$ cat config.mk
export PLATFORM = sky130hd
export DESIGN_NAME = clkout_mult_ctrl
export DESIGN_NICKNAME = d
export VERILOG_FILES = /design/src/rtl/clkout_pkg.sv /design/src/rtl/clkout_ctrl_reg.sv /design/src/rtl/clkout_pin.sv /design/src/rtl/clkout_mult.sv /design/src/rtl/clkout_mult_ctrl.sv
export SDC_FILE = /design/constraint.sdc
export NUM_CORES = 1
export LEC_CHECK = 0
export BUFFER_PORTS_ARGS = -buffer_cell sky130_fd_sc_hd__buf_2
export CAP_MARGIN = 20
export CORE_ASPECT_RATIO = 0.9
export CORE_MARGIN = 2
export CORE_UTILIZATION = 44
export DETAILED_ROUTE_END_ITERATION = 8
export MAX_ROUTING_LAYER = met4
export PLACE_DENSITY = 0.77
export SYNTH_ARGS = -nofsm -noshare
export SYNTH_HDL_FRONTEND = slang
export SYNTH_SLANG_ARGS = --single-unit
export TNS_END_PERCENT = 10
$ cat constraint.sdc
create_clock -name clk -period 1.86 [get_ports clk]
set_clock_uncertainty 0.2 [all_clocks]
set_input_delay 0.279 -clock clk [delete_from_list [all_inputs] [get_ports clk]]
set_output_delay 0.279 -clock clk [all_outputs]
set_load 0.05 [all_outputs]
$ cat src/rtl/clkout_pkg.sv
package clkout_pkg;
    typedef enum logic [3:0] {
        PM_HIGH     = 4'd0,
        PM_MEDIUM   = 4'd1,
        PM_SUBACT   = 4'd2,
        PM_SLEEP    = 4'd3,
        PM_SUBSLEEP = 4'd4,
        PM_SWSTBY   = 4'd5,
        PM_WATCH    = 4'd6,
        PM_DIRECT   = 4'd7,
        PM_HWSTBY   = 4'd8
    } pmode_e;

    localparam int MODE_W     = 4;
    localparam int CTRL_W     = 8;
    localparam int OFF_BIT    = 7;
    localparam int SWMODE_BIT = 3;
    localparam int DIV_W      = 3;
    localparam int RSVD_W     = OFF_BIT - SWMODE_BIT - 1;

    typedef struct packed {
        logic             off;
        logic             swmode;
        logic [DIV_W-1:0] div;
    } ctrl_t;

    function automatic logic clock_visible(input logic [MODE_W-1:0] m);
        return (m == PM_HIGH) || (m == PM_MEDIUM) || (m == PM_SUBACT) ||
               (m == PM_SLEEP) || (m == PM_SUBSLEEP);
    endfunction

    function automatic logic commit_mode(input logic [MODE_W-1:0] m);
        return (m == PM_SUBACT) || (m == PM_SWSTBY) || (m == PM_WATCH);
    endfunction
endpackage

$ cat src/rtl/clkout_ctrl_reg.sv
module clkout_ctrl_reg
    import clkout_pkg::*;
(
    input  logic              clk,
    input  logic              rst_n,
    input  logic              wr_stb,
    input  logic [CTRL_W-1:0] wdata,
    input  logic              hw_stby,
    output ctrl_t             ctrl_q
);
    ctrl_t ctrl_d;

    always_comb begin
        ctrl_d = ctrl_q;
        if (hw_stby) begin
            ctrl_d = '0;
        end else if (wr_stb) begin
            ctrl_d.off    = wdata[OFF_BIT];
            ctrl_d.swmode = wdata[SWMODE_BIT];
            ctrl_d.div    = wdata[DIV_W-1:0];
        end
    end

    always_ff @(posedge clk or negedge rst_n) begin
        if (!rst_n) ctrl_q <= '0;
        else        ctrl_q <= ctrl_d;
    end
endmodule

$ cat src/rtl/clkout_pin.sv
module clkout_pin
    import clkout_pkg::*;
(
    input  logic [MODE_W-1:0] pmode,
    input  logic              off,
    input  logic              sysclk,
    input  logic              port_dir,
    output logic              pin_out,
    output logic              pin_oe
);
    always_comb begin
        pin_oe  = port_dir && (pmode != PM_HWSTBY);
        pin_out = 1'b1;
        if (pmode != PM_HWSTBY && !off && clock_visible(pmode))
            pin_out = sysclk;
    end
endmodule

$ cat src/rtl/clkout_mult.sv
module clkout_mult
    import clkout_pkg::*;
#(
    parameter int MW = 3
) (
    input  logic              clk,
    input  logic              rst_n,
    input  logic [MODE_W-1:0] pmode,
    input  logic              swmode,
    input  logic              wr,
    input  logic [MW-1:0]     req,
    output logic [MW-1:0]     active
);
    typedef struct packed {
        logic [MW-1:0]     pend;
        logic [MW-1:0]     act;
        logic [MODE_W-1:0] prev;
    } mstate_t;

    mstate_t st_d, st_q;
    logic    entering;

    always_comb begin
        st_d      = st_q;
        entering  = commit_mode(pmode) && (pmode != st_q.prev);
        st_d.prev = pmode;
        if (wr) st_d.pend = req;
        if (wr && swmode)  st_d.act = req;
        else if (entering) st_d.act = st_q.pend;
    end

    always_ff @(posedge clk or negedge rst_n) begin
        if (!rst_n) st_q <= '{pend: '0, act: '0, prev: PM_HIGH};
        else        st_q <= st_d;
    end

    assign active = st_q.act;
endmodule

$ cat src/rtl/clkout_mult_ctrl.sv
module clkout_mult_ctrl
    import clkout_pkg::*;
#(
    parameter int MW = 3
) (
    input  logic              clk,
    input  logic              rst_n,
    input  logic              sel,
    input  logic              wr_en,
    input  logic [CTRL_W-1:0] wdata,
    output logic [CTRL_W-1:0] rdata,
    input  logic [MODE_W-1:0] pmode,
    input  logic              sysclk,
    input  logic              port_dir,
    input  logic              mult_wr,
    input  logic [MW-1:0]     mult_req,
    output logic              pin_out,
    output logic              pin_oe,
    output logic [MW-1:0]     mult_active
);
    ctrl_t             ctrl_q;
    logic [CTRL_W-1:0] ctrl_img;

    clkout_ctrl_reg u_reg (
        .clk     (clk),
        .rst_n   (rst_n),
        .wr_stb  (sel && wr_en),
        .wdata   (wdata),
        .hw_stby (pmode == PM_HWSTBY),
        .ctrl_q  (ctrl_q)
    );

    assign ctrl_img = {ctrl_q.off, {RSVD_W{1'b0}}, ctrl_q.swmode, ctrl_q.div};
    assign rdata    = sel ? ctrl_img : '0;

    clkout_pin u_pin (
        .pmode    (pmode),
        .off      (ctrl_q.off),
        .sysclk   (sysclk),
        .port_dir (port_dir),
        .pin_out  (pin_out),
        .pin_oe   (pin_oe)
    );

    clkout_mult #(.MW(MW)) u_mult (
        .clk    (clk),
        .rst_n  (rst_n),
        .pmode  (pmode),
        .swmode (ctrl_q.swmode),
        .wr     (mult_wr),
        .req    (mult_req),
        .active (mult_active)
    );
endmodule

==> impl_metrics.ini, run 1 <==
[run_status]
outcome = finished, final reports clean

[pwr]
leakagePower_nw = 0.449
totalPowerFinal_w = 0.000835
p_per_area_mw_per_mm2 = 880
vdd.ir_drop.worst_mv = 0.633

[critical_path]
slowest_delay_ns = 0.41
crit_path_max_fanout = 3
r2r_cells = 4
cp_slowest_cell = dfrtp_1
worstSetupEndpointType = output pin
cp.arrival_ns = 1.17
crit_chain = nor3_1 > nand2_1 > buf_2
rrSetupSlack_ns = 0.26
cpLargestDelayFamily = flip-flops
criticalPathCategory = flop to output pin
cp_num_buf_inv = 1
crit_required_ns = 1.38
worstSetupPathDepth = 3
start_kind = flop

[placed_design]
gp_congestion = 0.873
hpwl_um = 1090
postPlaceCellArea_um2 = 868
port_buffers = 28

[global_routing]
grt_max_degree = 16
antenna_found_initial = 0
grt_overflow_total = 0
grtUsageTotal_pct = 17.6
grt_pass1_vias = 557
grt_pass1_wl_um = 2490

[detailed_routing]
wl_per_cell_um = 10.6
ant_nets = 0
drtPass1Iterations = 4
via_count = 627
routed_wirelength_um = 1370
drc_errors = 0
initialDrtViolationCount = 1
vias_per_cell = 4.86

[finish]
drive_above_1_share_pct = 35.5
final_util_pct = 63.4
antenna_cells_inserted = 0
area_growth_pct = 29.1
design_area_um2 = 948
fin_nets = 130

[floorplan]
die_area_mm2 = 0.00201
start_util_pct = 49.1
coreArea_mm2 = 0.00150
num_io_pins = 35
die_y_um = 42.8
chipWidth_um = 47.1
row_count = 13

[timing]
period_share_pct = 88.9
rsz0062_at_grt = no
fin_tns_setup_ns = 0
max_freq_mhz = 605
drv_slew = 0
finalHoldViolCount = 0
period_minus_slack_ns = 1.65
setup_viol = 0

[yosys]
synthAdderAreaFrac_pct = 0
synth-simple-area-share_pct = 23.2
synth_compound_area_share_pct = 10.4
synth_top_family_by_area = simple AND/OR/NAND/NOR gates
seq_area_frac_synth_pct = 51.1
netlist_area_um2 = 734
synth_xor_area_share_pct = 3.58
ys_warn_count = 0
synth_area_per_cell_um2 = 9.93
synth-seq-cells = 15
synth.area.mux_share_pct = 4.60
syn_inst = 74
ys_types = 21

[clock_network]
cts_root_buf = clkbuf_4
htree_num_levels = 1
cts_tree = built
cts-resized-gates = 0
clk_pin_slew_worst_paths_ns = 0.10
ctsLongestPathBuffers = 2
clk_latency_ns = 0.29
clock_sinks = 15
cts_buffers = 3

[job]
maxCapViolCount = 0

[min_path]
hold-path-cell-count = 3
worst_hold_path_type = input pin to flop
[report_power, final]
part / internal, W / switching (W) / total [W]
clock: 0.0000817 / 0.000106 / 0.000187
sequential: 0.000367 / 0.0000201 / 0.000387
combinational: 0.0000782 / 0.000182 / 0.000260
total: 0.000527 / 0.000308 / 0.000835
[worst reg2reg max path, stage by stage (launching register included)]
cell	delay, ns
dfrtp_1	0.38
xor2_1	0.15
nor4_1	0.42
o21ai_0	0.17
a31oi_1	0.19
[layout make-up]
class / count / area (um^2)
clock buffer: 3 / 22.5
clock inverter: 1 / 7.51
fill: 138 / 548
multi-input combinational: 54 / 318
sequential: 15 / 375
tap: 22 / 27.5
timing repair buffer: 34 / 198
[logic make-up (layout without fill, tap and decap cells)]
| logic type | Yosys count | count (layout) |
|---|---|---|
| AND/OR/NAND/NOR | 31 | 31 |
| flip-flops | 15 | 15 |
| AO/OA/AOI/OAI | 14 | 14 |
| buffers and inverters | 7 | 38 |
| XOR/XNOR | 3 | 3 |
| multiplexers | 3 | 3 |
| other | 1 | 3 |
[synthesized netlist by cell type (all sizes together)]
master,instances,area share (%)
a31oi,3,2.6
nor2b,1,0.85
conb,1,0.51
buf,6,6.1
xor2,3,3.6
a21o,1,1.0
nor4b,1,2.0
dfrtp,15,51
nand2,8,4.1
clkbuf,1,0.51
nor2,3,1.5
mux2,3,4.6
nand3,8,5.5
nand3b,1,1.0
nor3,1,0.68
nand2b,1,0.85
o21ai,4,2.7
and2,5,4.3
a21oi,6,4.1
nor4,1,0.85
or4,1,1.5
[placed cells by master (no fill, tap or decap), drive strengths merged, types with 3 or more instances in the layout]
master,netlist,layout
dfrtp,15,15
xor2,3,3
nor2,3,3
clkbuf,1,3
dlygate4sd3,0,5
nand3,8,8
conb,1,3
o21ai,4,4
a21oi,6,6
nand2,8,8
mux2,3,3
buf,6,29
and2,5,5
a31oi,3,3
[registers in the layout (all words and copies together) (netlist names)]
signal,flops
u_mult.st_q,7
u_reg.ctrl_q,5
u_mult.active,3
[metrics by stage]
stage	hold WS, ns	std cells	setup WS, ns
floorplan	-0.217	76	0.226
global placement	-0.00281	120	0.237
detailed placement	-0.00384	120	0.215
CTS	0.0230	129	0.181
global route	0.0297	129	0.0812
finish	0.0278	129	0.206
[layer usage]
metal	wire (um)	up-vias	part of all wire (%)	GRT usage, %
met5	0	-	0	-
met4	9	0	0.66	4.44
met3	85	2	6.2	7.66
met2	645	24	47	26.6
met1	629	283	46	21.5
li1	-	318	-	-
[what timing repair did]
| action | CTS | global route |
|---|---|---|
| hold endpoints to repair | 19 | 0 |
| buffers inserted | 0 | 0 |
| hold buffers | 5 | 0 |
[worst paths after layout]
| path | startpoint | end |
|---|---|---|
| max in group asynchronous | rst_n | u_mult.st_q[2]$_DFF_PN0_ |
| worst min register to register | u_mult.st_q[7]$_DFFE_PN0P_ | u_mult.st_q[7]$_DFFE_PN0P_ |
| worst max-delay path | u_reg.ctrl_q[4]$_DFFE_PN0P_ | pin_out |
| min in group asynchronous | rst_n | u_reg.ctrl_q[2]$_DFFE_PN0P_ |
| worst max register to register | u_mult.st_q[2]$_DFF_PN0_ | u_mult.active[2]$_DFFE_PN0P_ |
| worst min-delay path | wdata[1] | u_reg.ctrl_q[1]$_DFFE_PN0P_ |
Power figures use the tool's default switching activity.
==> run 2, diff against run 1 <==
--- a/config.mk
+++ b/config.mk
@@ -13,6 +13,7 @@
 export DETAILED_ROUTE_END_ITERATION = 8
 export MAX_ROUTING_LAYER = met4
 export PLACE_DENSITY = 0.77
+export RECOVER_POWER = 25
 export SYNTH_ARGS = -nofsm -noshare
 export SYNTH_HDL_FRONTEND = slang
 export SYNTH_SLANG_ARGS = --single-unit
==> run 2 against run 1 <==
Cell area down 0.13%. Critical endpoint unchanged. Global-route usage stayed put. Fmax unchanged. Largest power group unchanged. Clock-buffer cell count is the same. Sequential cell count is the same.
==> impl_metrics.ini, run 2 (synthesis results as in run 1) <==
[pwr]
vdd.ir_drop.worst_mv = 0.633
p_per_area_mw_per_mm2 = 881
leakagePower_nw = 0.446
totalPowerFinal_w = 0.000834

[detailed_routing]
wl_per_cell_um = 10.6
dr_wl_met2_um = 645
wirelength_met1_um = 627
ant_nets = 0
vias_per_cell = 4.86
highest_layer = met4
drc_errors = 0
drtPass1Iterations = 4
met3_length_um = 85
via_count = 627
initialDrtViolationCount = 1
routed_wirelength_um = 1370

[min_path]
worst_hold_path_type = input pin to flop
hold-path-cell-count = 3
worstHoldStart = wdata[1]
holdPathEnd = u_reg.ctrl_q[1]$_DFFE_PN0P_

[clock_network]
clk_pin_slew_worst_paths_ns = 0.10
clock_sinks = 15
clk_latency_ns = 0.29
cts_buffers = 3
cts_root_buf = clkbuf_4
htree_num_levels = 1
cts_tree = built
ctsLongestPathBuffers = 2

[global_routing]
grt_max_degree = 16
grt_overflow_total = 0
antenna_found_initial = 0
grtUsageTotal_pct = 17.6
grt_pass1_wl_um = 2490
grt_pass1_vias = 557

[placed_design]
gp_congestion = 0.873
port_buffers = 28
hpwl_um = 1090

[timing]
fin_tns_setup_ns = 0
drv_slew = 0
max_slew_margin_pct = 48.2
period_share_pct = 88.9
rsz0062_at_grt = no
worst_slew_pin_slew_ns = 0.778
period_minus_slack_ns = 1.65
finalHoldViolCount = 0
setup_viol = 0
max_freq_mhz = 605

[finish]
layout_common_cells = 27 x buf_2, 15 x dfrtp_1, 8 x nand2_1, 8 x nand3_1, 6 x a21oi_1
fillCellCount = 138
layout_commonest_cell = buf_2
area_growth_pct = 29.0
drive_above_1_share_pct = 34.6
antenna_cells_inserted = 0
regMostFlops = u_mult.st_q
largest_register_ffs = 7
fin_nets = 130

[critical_path]
crit_chain = nor3_1 > nand2_1 > buf_2
r2r-end = u_mult.active[2]$_DFFE_PN0P_
worstSetupEndpointType = output pin
crit_required_ns = 1.38
crit_path_max_fanout = 3
slowest_delay_ns = 0.41
cp.arrival_ns = 1.17
r2r-start = u_mult.st_q[2]$_DFF_PN0_
criticalPathCategory = flop to output pin
start_kind = flop
cp_slowest_cell = dfrtp_1
r2r_cells = 4
rrSetupSlack_ns = 0.26

[floorplan]
start_util_pct = 49.1
coreArea_mm2 = 0.00150
die_area_mm2 = 0.00201
die_y_um = 42.8
row_count = 13
num_io_pins = 35
chipWidth_um = 47.1

[run_status]
outcome = finished, final reports clean

[job]
maxCapViolCount = 0
[run 2: changes by cell type in the layout (fill, tap and decap cells not counted), sizes merged]
cell and change:
buf -1, clkbuf +1
[run 2: worst max-delay path: cells and delay by family, from the launching register on]
| family | cells | cell delay [ns] |
|---|---|---|
| DFF | 1 | 0.41 |
| buffers and inverters | 1 | 0.21 |
| and+or+nand+nor | 2 | 0.28 |
[run 2: how the worst max path moves through the flow]
stage / from / end / slack (ns) / cells after the start
after floorplan: pmode[3] / pin_oe / 0.23 / 2
after global placement: pmode[2] / u_mult.active[2]$_DFFE_PN0P_ / 0.24 / 5
after detailed placement: pmode[2] / u_mult.active[2]$_DFFE_PN0P_ / 0.21 / 5
after CTS: u_reg.ctrl_q[4]$_DFFE_PN0P_ / pin_out / 0.18 / 3
after global routing: u_reg.ctrl_q[4]$_DFFE_PN0P_ / pin_out / 0.08 / 3
final: u_reg.ctrl_q[4]$_DFFE_PN0P_ / pin_out / 0.21 / 3
[run 2: area by class of cell]
type	count	area [um^2]	area share [%]
multi-input cells	54	318	33.6
flip-flops and latches	15	375	39.6
well taps	22	27.5	2.91
clock buffers	3	22.5	2.38
clock inverters	1	7.51	0.793
repair buffers	34	196	20.7
[run 2: power by group]
group	internal, W	switching, W
sequential	0.000367	0.0000201
clock	0.0000817	0.000106
combinational	0.0000779	0.000182
total	0.000527	0.000308
[run 2: metal layers]
metal	vias up	global-route usage, %
li1	318	-
met1	283	21.5
met2	24	26.6
met3	2	7.66
met4	0	4.44
met5	-	-
[run 2: repair_timing]
action | in CTS | in global routing
endpoints found under the hold margin | 19 | 0
hold buffers | 5 | 0
setup buffers | 0 | 0
gates resized for setup | 0 | 0
[run 2: through the flow]
stage	instances	util [%]	area, um^2	hold slack [ns]	setup WS, ns
after CTS	129	63.4	948	0.0230	0.181
after global placement	120	58.0	868	-0.00281	0.237
final	129	63.3	947	0.0278	0.206
after detailed placement	120	58.0	868	-0.00384	0.215
after global routing	129	63.3	947	0.0297	0.0812
after floorplan	76	-	742	-0.217	0.226
==> run 3, diff against run 2 <==
--- a/config.mk
+++ b/config.mk
@@ -12,9 +12,10 @@
 export CORE_UTILIZATION = 44
 export DETAILED_ROUTE_END_ITERATION = 8
 export MAX_ROUTING_LAYER = met4
-export PLACE_DENSITY = 0.77
+export PLACE_DENSITY = 0.76
 export RECOVER_POWER = 25
 export SYNTH_ARGS = -nofsm -noshare
 export SYNTH_HDL_FRONTEND = slang
+export SYNTH_HIERARCHICAL = 1
 export SYNTH_SLANG_ARGS = --single-unit
 export TNS_END_PERCENT = 10
==> run 3 against run 2 <==
Fmax increased by 1.2%. Sequential cell count did not move. Global-route usage down 0.11 points. Non-clock buffer count decreased by 1. Combinational power rose by 6%.
==> impl_metrics.ini, run 3 <==
[job]
maxCapViolCount = 0

[clock_network]
cts-resized-gates = 0
cts_root_buf = clkbuf_4
ctsLongestPathBuffers = 2
clk_latency_ns = 0.28
cts_buffers = 3
htree_num_levels = 1
clk_pin_slew_worst_paths_ns = 0.09
clock_sinks = 15
cts_tree = built

[detailed_routing]
drtPass1Iterations = 4
wl_per_cell_um = 11.3
initialDrtViolationCount = 13
vias_per_cell = 4.83
via_count = 609
routed_wirelength_um = 1430
drc_errors = 0
ant_nets = 0

[finish]
fin_nets = 125
largest_register_ffs = 7
antenna_cells_inserted = 0
regMostFlops = u_mult/st_q
area_growth_pct = 26.2
drive_above_1_share_pct = 35.3
design_area_um2 = 951
fillCellCount = 173
layout_commonest_cell = buf_2
instances_no_fill = 126
layout_common_cells = 27 x buf_2, 15 x dfrtp_1, 8 x nor2_1
final_util_pct = 57.8

[yosys]
synthTopCellsByArea = dfrtp_1 50%, mux2i_1 6.6%, buf_4 6.0%
ys_types = 23
synthFlopType = dfrtp_1
seq_area_frac_synth_pct = 49.8
syn_inst = 70
netlist_area_um2 = 753
synth.top_cell.area_share_pct = 49.8
synth_area_per_cell_um2 = 10.8
synth_top_cell_by_area = dfrtp_1
synth-seq-cells = 15
synth.most_common_cell = dfrtp_1
synthTopCellsByCount = 15 x dfrtp_1, 8 x nor2_1, 6 x and2_1, 6 x buf_4, 5 x mux2i_1
synth_edf_count = 0
ys_warn_count = 6
ys_async_sr_fraction_pct = 100

[timing]
finalHoldViolCount = 0
drv_slew = 0
fin_tns_setup_ns = 0
rsz0062_at_grt = no
worst_slew_pin_slew_ns = 0.773
period_minus_slack_ns = 1.63
max_slew_margin_pct = 48.5
setup_viol = 0
period_share_pct = 87.8
max_freq_mhz = 612

[placed_design]
dp.cells = 117
port_buffers = 28
gp_congestion = 0.749
hpwl_um = 1060
postPlaceCellArea_um2 = 875

[critical_path]
crit_required_ns = 1.38
crit_chain = nor3_1 > nand2_1 > buf_2
crit_path_max_fanout = 3
worstSetupEndpointType = output pin
cp_slowest_cell = dfrtp_1
cp.arrival_ns = 1.15
slowest_delay_ns = 0.40
criticalPathCategory = flop to output pin
start_kind = flop

[floorplan]
die_y_um = 43.3
coreArea_mm2 = 0.00165
num_io_pins = 35
die_area_mm2 = 0.00206
chipWidth_um = 47.6
row_count = 14
start_util_pct = 45.7

[global_routing]
grt_overflow_total = 0
grt_max_degree = 16
antenna_found_initial = 0
grt_pass1_vias = 597
grt_pass1_wl_um = 2440
grtUsageTotal_pct = 17.5

[pwr]
p_per_area_mw_per_mm2 = 896
vdd.ir_drop.worst_mv = 0.453
totalPowerFinal_w = 0.000852
leakagePower_nw = 0.451

[run_status]
outcome = finished, final reports clean

[min_path]
worst_hold_path_type = input pin to flop
## run 3: path summary, 6_finish.rpt
kind | startpoint | to | slack [ns] | cells past startpoint
worst max-delay path | u_reg/ctrl_q[4]$_DFFE_PN0P_ | pin_out | 0.23 | 3
worst min-delay path | wdata[3] | u_reg/ctrl_q[3]$_DFFE_PN0P_ | 0.03 | 3
worst max register to register | u_mult/st_q[2]$_DFF_PN0_ | u_mult/active[2]$_DFFE_PN0P_ | 0.24 | 4
worst min register to register | u_reg/ctrl_q[2]$_DFFE_PN0P_ | u_reg/ctrl_q[2]$_DFFE_PN0P_ | 0.32 | 2
max in group asynchronous | rst_n | u_reg/ctrl_q[2]$_DFFE_PN0P_ | 0.61 | 2
min in group asynchronous | rst_n | u_mult/st_q[9]$_DFFE_PN0P_ | 0.37 | 2
## run 3: critical path: cells and delay by family, from the launching register on
kind / cells / cell delay, ns
buf+inv: 1 / 0.21
flops: 1 / 0.40
simple gates: 2 / 0.26
## run 3: cell type report
| class | count | area (um^2) | share of cell area, % |
|---|---|---|---|
| sequential | 15 | 375 | 39.5 |
| multi-input combinational | 49 | 325 | 34.2 |
| timing repair buffer | 33 | 189 | 19.9 |
| tap | 24 | 30.0 | 3.16 |
| clock buffer | 3 | 22.5 | 2.37 |
| clock inverter | 1 | 5.00 | 0.526 |
| inverter | 1 | 3.75 | 0.395 |
## run 3: layer usage
layer | track usage (%) | vias up | part of all wire (%) | wire length [um]
met4 | 8.11 | 0 | 1.5 | 21
met1 | 20.6 | 281 | 43 | 613
met3 | 3.83 | 4 | 6.8 | 97
met5 | - | - | 0 | 0
met2 | 27.8 | 24 | 49 | 697
li1 | - | 300 | - | -
## run 3: logic make-up (layout without fill, tap and decap cells)
family	after synthesis	count (layout)	share of synthesized area (%)
xor gates and xnor gates	3	3	3.49
other	1	3	0.498
buffers and inverters	8	38	7.97
DFF	15	15	49.8
AOI/OAI and AO/OA	10	10	8.31
and+or+nand+nor	25	25	18.8
muxes	8	8	11.1
## run 3: stage by stage
stage                     hold WS, ns  worst slack (ns)
after floorplan                -0.217             0.357
after global placement       -0.00645             0.229
after detailed placement     -0.00547             0.214
after CTS                      0.0286             0.217
after global routing           0.0309             0.105
final                          0.0332             0.226
## run 3: where the power goes
group | internal, W | leakage, nW | switching (W) | total [W]
Sequential | 0.000370 | 0.177 | 0.0000223 | 0.000393
Combinational | 0.0000832 | 0.256 | 0.000193 | 0.000276
Clock | 0.0000799 | 0.0177 | 0.000103 | 0.000183
## run 3: repair_timing
item                                    in CTS  in global routing
buffers inserted                             0                  0
hold buffers                                 5                  0
endpoints found under the hold margin       19                  0
endpoints found under the setup margin       0                  0
